`src/rtl/vram_line_shifter.sv`:
```
module vram_line_shifter #(
  parameter int ITEMS  = 8,
  parameter int IW     = 4,
  parameter int ROW_AW = 3
) (
  input  logic                clk,
  input  logic                rst_n,
  input  logic                xfer_req,
  input  logic [ROW_AW-1:0]   xfer_row,
  output logic [ROW_AW-1:0]   row_sel,
  input  logic [ITEMS*IW-1:0] row_data,
  input  logic                shift_en,
  output logic [IW-1:0]       sout,
  output logic                line_done
);
  localparam int PW   = (ITEMS > 1) ? $clog2(ITEMS) : 1;
  localparam int LAST = ITEMS - 1;

  logic [ITEMS*IW-1:0] line_q;
  logic [PW-1:0]       pos_q;
  logic                done_q;
  logic                at_end;

  assign row_sel   = xfer_row;
  assign sout      = line_q[IW-1:0];
  assign line_done = done_q;
  assign at_end    = (pos_q == PW'(LAST));

  always_ff @(posedge clk or negedge rst_n) begin
    if (!rst_n) begin
      line_q <= '0;
      pos_q  <= '0;
      done_q <= 1'b0;
    end else if (xfer_req) begin
      line_q <= row_data;
      pos_q  <= '0;
      done_q <= 1'b0;
    end else if (shift_en && !done_q) begin
      if (at_end) begin
        done_q <= 1'b1;
      end else begin
        line_q <= line_q >> IW;
        pos_q  <= pos_q + PW'(1);
      end
    end
  end

  a_r2_load: assert property (@(posedge clk) disable iff (!rst_n)
    xfer_req |=> (sout == $past(row_data[IW-1:0])) && !line_done);

  a_r3_advance: assert property (@(posedge clk) disable iff (!rst_n)
    (!xfer_req && shift_en && !done_q && !at_end) |=> (pos_q == $past(pos_q) + PW'(1)));

  a_r4_hold: assert property (@(posedge clk) disable iff (!rst_n)
    (!xfer_req && !shift_en) |=> ($stable(sout) && $stable(line_done)));

  a_r5_done_sticky: assert property (@(posedge clk) disable iff (!rst_n)
    (line_done && !xfer_req) |=> (line_done && $stable(sout)));

  a_r6_clear: assert property (@(posedge clk) disable iff (!rst_n)
    xfer_req |=> (pos_q == '0));
endmodule

```
`config.mk`:
```
export PLATFORM = sky130hd
export DESIGN_NAME = vram_line_shifter
export DESIGN_NICKNAME = d
export VERILOG_FILES = /design/src/rtl/vram_line_shifter.sv
export SDC_FILE = /design/constraint.sdc
export NUM_CORES = 1
export LEC_CHECK = 0
export ABC_AREA = 0
export CAP_MARGIN = 10
export CORE_MARGIN = 10
export CORE_UTILIZATION = 39
export CTS_BUF_LIST = sky130_fd_sc_hd__clkbuf_8
export DETAILED_ROUTE_END_ITERATION = 10
export PLACE_DENSITY = 0.77
export SETUP_SLACK_MARGIN = 0.05
export SLEW_MARGIN = 0
export SYNTH_ARGS = -nofsm -noshare
export SYNTH_HDL_FRONTEND = slang
export SYNTH_SLANG_ARGS = --single-unit
```
`constraint.sdc`:
```
create_clock -name clk -period 2 [get_ports clk]
set_input_delay 0.3 -clock clk [delete_from_list [all_inputs] [get_ports clk]]
set_output_delay 0.3 -clock clk [all_outputs]
set_load 0.01 [all_outputs]
```
==> summary.md, run 1 <==
| Metric | Value |
|---|---|
| Via count | 1362 |
| Sequential fraction of the synthesis area | 51.84% |
| Netlist Area Pre-Place | roughly 1700 sq um |
| Skew-Pair Late Insertion Delay | 280 ps |
| Final hold violations | 0 |
| Top cells by area, synth | dfrtp_1 52%, a21oi_1 17%, nor2b_1 10% |
| Postcts setup bufs | 0 |
| Fmax | about 570 MHz |
| GRT Util Overall | around a tenth |
| Pwr/cell area | 770.2 nW/um^2 |
| Crit path launch type | flop |
| Average cell area after synthesis | approximately 8.9 sq um |
| CTS tree | yes |
| Max rail drop VDD | between 0.0003 and 0.0004 V |
| Max-Slew Margin vs Limit | 46.91% |
| Max-cap violations | 0 |
| Cell taking the most area after synthesis | dfrtp_1 |
| P_leak | approximately 0.93 nW |
| Worst Clk Skew | 4.524 ps |
| Flops & latches, synth | 36 |
| Vias in the first global route | 1361 |
| Layout Nets | 265 |
| Initial Util | ~40% |
| Row count | 24 |
| Synth Warn # | 0 |
| Run status | complete, no violations |
| I/O pins | 47 |
| Worst-path clk slew | 70 ps |
| DRT Pass-1 Iters | 4 |
| Ant diodes | 0 |
| Hold Crit Class | in -> async |
| List of most frequent post-synthesis cells | 59 x a21oi_1, 40 x nand2_1, 36 x dfrtp_1 |
| Remaining antenna violation count | 0 |
| Most frequent cell after synthesis | a21oi_1 |
| FFs w/ async S/R, synth | 100.0% |
| Max FO, Critical Path | 34 |
| Die X | 86.76 um |
| Die Y | 86.76 um |
| Reg-to-reg startpoint | pos_q[0] |
| Vias/cell | 4.917 |
| Post_cts resized | 0 |
| Max-slew violation count | 0 |
| DIE AREA | 7526 sq um |
| Number of port buffers | 40 |
| Yosys top cell area share | between 50% and 60% |
| Setup-failing EPs final | 0 |
| Crit Path Class | reg -> reg |
| Core Area | 4324 sq um |
| Antenna violations before repair | 0 |
| Crit. End Element | flop |
| Layout Utilization | slightly above 50% |
| Fraction of layout cells with a size suffix above 1 | under 10% |
| Initial DRC Count | between 100 and 150 |
| Grt total ovfl | 0 |
| Gp weighted congestion | 0.7381 |
| Tmin final | ~1700 ps |
| Unrepaired setup endpoints after global routing | no |
| Final period utilization | 87.38% |
| Largest net degree at the start of global routing | 39 |
| CP startpoint | pos_q[0] |
| Deepest clock path buffer count | 2 |
| CTS root buffer | clkbuf_8 |
| DR WL/cell | 13.17 um |
| Syn_nets | roughly 240 |
| Setup tns final | 0 ps |
| Layout area overhead | 28.01% |
| First-pass GRT wire length | 6.141 mm |
| Most used DFF post-synth | dfrtp_1 |
| HPWL after detailed placement | 2.605 mm |
| Post-CTS Hold Fix Bufs | 0 |
| Synth unique cells | 14 |
| CTS H-Tree Depth | 2 |
| WP data arrival | 1910 ps |
| Clock Sink Count | 36 |
| # DRC | 0 |
| Final WL | ~3.6 mm |
| Number of synthesized flops with an enable pin | 0 |
| Total CTS buffers | 5 |
| Cells after Synth | 195 |
| Worst slew pin tran | about 800 ps |
| Crit path required time | 2160 ps |
-- final timing paths --
check                      cells past startpoint  slack [ps]          to
setup / recovery                               6         250  line_q[29]
hold / removal                                 1         100  line_q[27]
setup reg to reg                               6         250  line_q[29]
hold reg to reg                                2         520  line_q[14]
max in group asynchronous                      1        1400  line_q[10]
min in group clk                               3         460  line_q[29]
-- sequential cells by signal, summed over array words and instances, names as in the netlist --
name       cells
line_done      1
line_q        32
pos_q          3
-- cells in the final DEF, fill, tap and decap left out, drive strengths merged --
cell type / count
clkinvlp: 1
a21oi: 59
clkdlybuf4s50: 38
o21ai: 4
ha: 2
nor2b: 28
nand2: 40
buf: 5
dfrtp: 36
nor2: 2
nor3b: 1
or3b: 1
xnor2: 1
clkinv: 1
bufinv: 1
clkbuf: 5
-- per-stage QoR --
step,cells,power [mW],worst slack (ps),hold WS [ps],instance area (sq um)
CTS,277,1.736,242.9,121.6,2225
global route,277,1.806,126.9,139.3,2225
finish,277,1.713,252.4,95.38,2225
detailed placement,269,1.106,250.2,431.4,2113
floorplan,195,0.9907,363.1,4.409,1738
global placement,269,1.099,299.0,420.3,2113
-- layout make-up --
cell class	count	area (sq um)
timing repair buffer	43	437.9
clock buffer	5	68.82
sequential	36	900.9
fill	425	2100
tap	52	65.06
clock inverter	3	42.54
multi-input combinational	138	709.4
-- logic make-up (layout without fill, tap and decap cells) --
| logic type | after synthesis | in the layout | share of synthesized area (%) |
|---|---|---|---|
| adders and majority gates | 2 | 2 | 1.440 |
| DFF | 36 | 36 | 51.84 |
| xor gates and xnor gates | 1 | 1 | 0.5041 |
| and+or+nand+nor | 72 | 72 | 20.37 |
| buffers and inverters | 21 | 51 | 7.703 |
| AOI/OAI and AO/OA | 63 | 63 | 18.14 |
-- power by group --
group	switching, mW	internal (mW)
sequential	0.0338	0.794
clock	0.258	0.369
combinational	0.118	0.142
-- layer usage --
metal / global-route usage [%] / vias up / share of wire [%]
li1: - / 697 / -
met1: 11.18 / 636 / 43
met2: 16.78 / 29 / 51
met3: 3.846 / 0 / 6.3
met4: 2.209 / 0 / 0
met5: 0 / - / 0
-- worst max-delay path, stage by stage, from the launching register on --
cell     delay, ps
dfrtp_1        400
ha_1           200
ha_1           230
or3b_1         360
buf_4          250
nand2_1        100
o21ai_0         60
No activity file was read; power rests on OpenSTA's default activity.
==> run 2: changes to the inputs <==
- CAP_MARGIN: 10 -> 15
- MAX_ROUTING_LAYER: not set -> met4
==> run 2 against run 1 <==
Register-to-register slack is essentially flat; core utilization is the same; power hardly changed; maximum frequency up 0.21%; critical path type unchanged; largest power group unchanged.
==> summary.md, run 2 (synthesized netlist as in run 1, its figures left out) <==
| Metric | Value |
|---|---|
| Run status | complete, no violations |
| Worst Clk Skew | 5.399 ps (+0.8747 ps) |
| Max-slew violation count | 0 (unchanged) |
| Tmin final | 1744 ps (-3.646 ps) |
| Remaining antenna violation count | 0 (unchanged) |
| Worst slew pin tran | 785.2 ps (-11.09 ps) |
| Post_cts resized | 0 (unchanged) |
| CP max stage delay | 400 ps (about the same) |
| Final period utilization | 87.20% (-0.18 points) |
| Crit path launch type | flop |
| CTS tree | yes |
| CTS H-Tree Depth | 2 (unchanged) |
| Crit Path Class | reg -> reg |
| Setup ws final | 256.1 ps (+3.646 ps) |
| Layout area overhead | 28.01% (unchanged) |
| Core Area | 4324 sq um (unchanged) |
| Total CTS buffers | 5 (unchanged) |
| Vias in the first global route | 1361 (unchanged) |
| Unrepaired setup endpoints after global routing | no |
| Dpl cell area | 2113 sq um (unchanged) |
| WP data arrival | 1900 ps (about the same) |
| First-pass GRT wire length | 6.141 mm (unchanged) |
| DR WL/cell | 13.05 um (-0.90%) |
| Fill count | 425 (unchanged) |
| Hold slack | 90.46 ps (-4.919 ps) |
| Final WL | 3.616 mm (-0.90%) |
| Final hold violations | 0 (unchanged) |
| P_leak | 0.9339 nW (unchanged) |
| Hold Crit Class | in -> async |
| Via count | 1361 (-0.073%) |
| Antenna violations before repair | 0 (unchanged) |
| Gp weighted congestion | 0.7472 (+1.2%) |
| Worst-path cell chain | ha_1 > ha_1 > or3b_1 > buf_4 > nand2_1 > o21ai_0 |
| Max rail drop VDD | 0.0003274 V (-0.38%) |
| HPWL after detailed placement | 2.605 mm (unchanged) |
| GRT Util Overall | 10.07% (+0.28 points) |
| Fraction of layout cells with a size suffix above 1 | 6.222% (unchanged) |
| Placed insts | 269 (unchanged) |
| Crit. End Element | flop |
| # DRC | 0 (unchanged) |
| Layout Nets | 265 (unchanged) |
| Worst-path clk slew | 70 ps (about the same) |
| Clock Sink Count | 36 (unchanged) |
| Fin cells | 277 (unchanged) |
| Number of port buffers | 40 (unchanged) |
| Initial Util | 40.19% (unchanged) |
| Pwr/cell area | 769.5 nW/um^2 (about the same) |
| CP most frequent cell | ha_1 |
| DIE AREA | 7526 sq um (unchanged) |
| DRT Pass-1 Iters | 4 (unchanged) |
| Postcts setup bufs | 0 (unchanged) |
| Row count | 24 (unchanged) |
| Max FFs per register | 32 (unchanged) |
| Skew-Pair Late Insertion Delay | 280 ps (about the same) |
| Die X | 86.76 um (unchanged) |
| Max-cap violations | 0 (unchanged) |
| Largest Register | line_q |
| Setup tns final | 0 ps (unchanged) |
| Deepest clock path buffer count | 2 (unchanged) |
| Max-Slew Margin vs Limit | 47.65% (+0.74 points) |
| Initial DRC Count | 119 (unchanged) |
| Grt total ovfl | 0 (unchanged) |
| Die Y | 86.76 um (unchanged) |
| Pre-CTS setup slack | 250.2 ps (unchanged) |
| Register area | 900.9 sq um (unchanged) |
| I/O pins | 47 (unchanged) |
| CTS root buffer | clkbuf_8 |
| Max FO, Critical Path | 34 (unchanged) |
| Vias/cell | 4.913 (about the same) |
| Ant diodes | 0 (unchanged) |
| Area of the multi-input gates | 709.4 sq um (unchanged) |
| Critical-path top delay cell | dfrtp_1 |
| Crit path required time | 2160 ps (about the same) |
| Commonest non-fill, non-tap cell in the layout | a21oi_1 |
| Final Cell Area | 2225 sq um (unchanged) |
| Setup-failing EPs final | 0 (unchanged) |
| Fmax | 573.4 MHz (+0.21%) |
| Largest net degree at the start of global routing | 39 (unchanged) |
| Most frequent cells in the layout | 59 x a21oi_1, 40 x nand2_1, 38 x clkdlybuf4s50_1 |
| Post-CTS Hold Fix Bufs | 0 (unchanged) |
run 2: cell counts in the layout (fill, tap and decap cells not counted):
No cell type changed its count.
run 2: area by class of cell:
class                   count  area share [%]
flip-flops and latches     36           40.50
multi-input cells         138           31.89
repair buffers             43           19.69
clock buffers               5           3.093
well taps                  52           2.925
clock inverters             3           1.912
run 2: report_power, final:
group	total [mW]	internal [mW]	switching (mW)
clock	0.625	0.369	0.257
combinational	0.259	0.142	0.118
sequential	0.827	0.794	0.0335
run 2: worst paths after layout:
check,to,cells after the start,slack [ps],start
worst max-delay path,line_q[29],6,260,pos_q[0]
worst min-delay path,line_q[27],1,90,rst_n
worst max register to register,line_q[29],6,260,pos_q[0]
worst min register to register,line_q[6],2,520,line_q[6]
max in group asynchronous,line_q[10],1,1410,rst_n
min in group clk,line_q[29],3,460,xfer_req
run 2: stage by stage:
stage                     util (%)  power [mW]
after global routing         51.45       1.806
final                        51.45       1.712
after global placement       48.87       1.099
after floorplan                  -      0.9907
after detailed placement     48.87       1.106
after CTS                    51.45       1.736
run 2: layer usage:
metal | track usage (%) | part of all wire, %
met4 | 2.209 | 0.53
met5 | - | 0
met2 | 16.78 | 51
met3 | 3.002 | 4.3
met1 | 11.68 | 45
run 2: worst max-delay path, delay by kind of cell, from the launching register on:
family                     cells  cell delay [ps]
and+or+nand+nor                2              460
adders and majority gates      2              430
DFF                            1              400
buffers and inverters          1              250
AOI/OAI and AO/OA              1               60
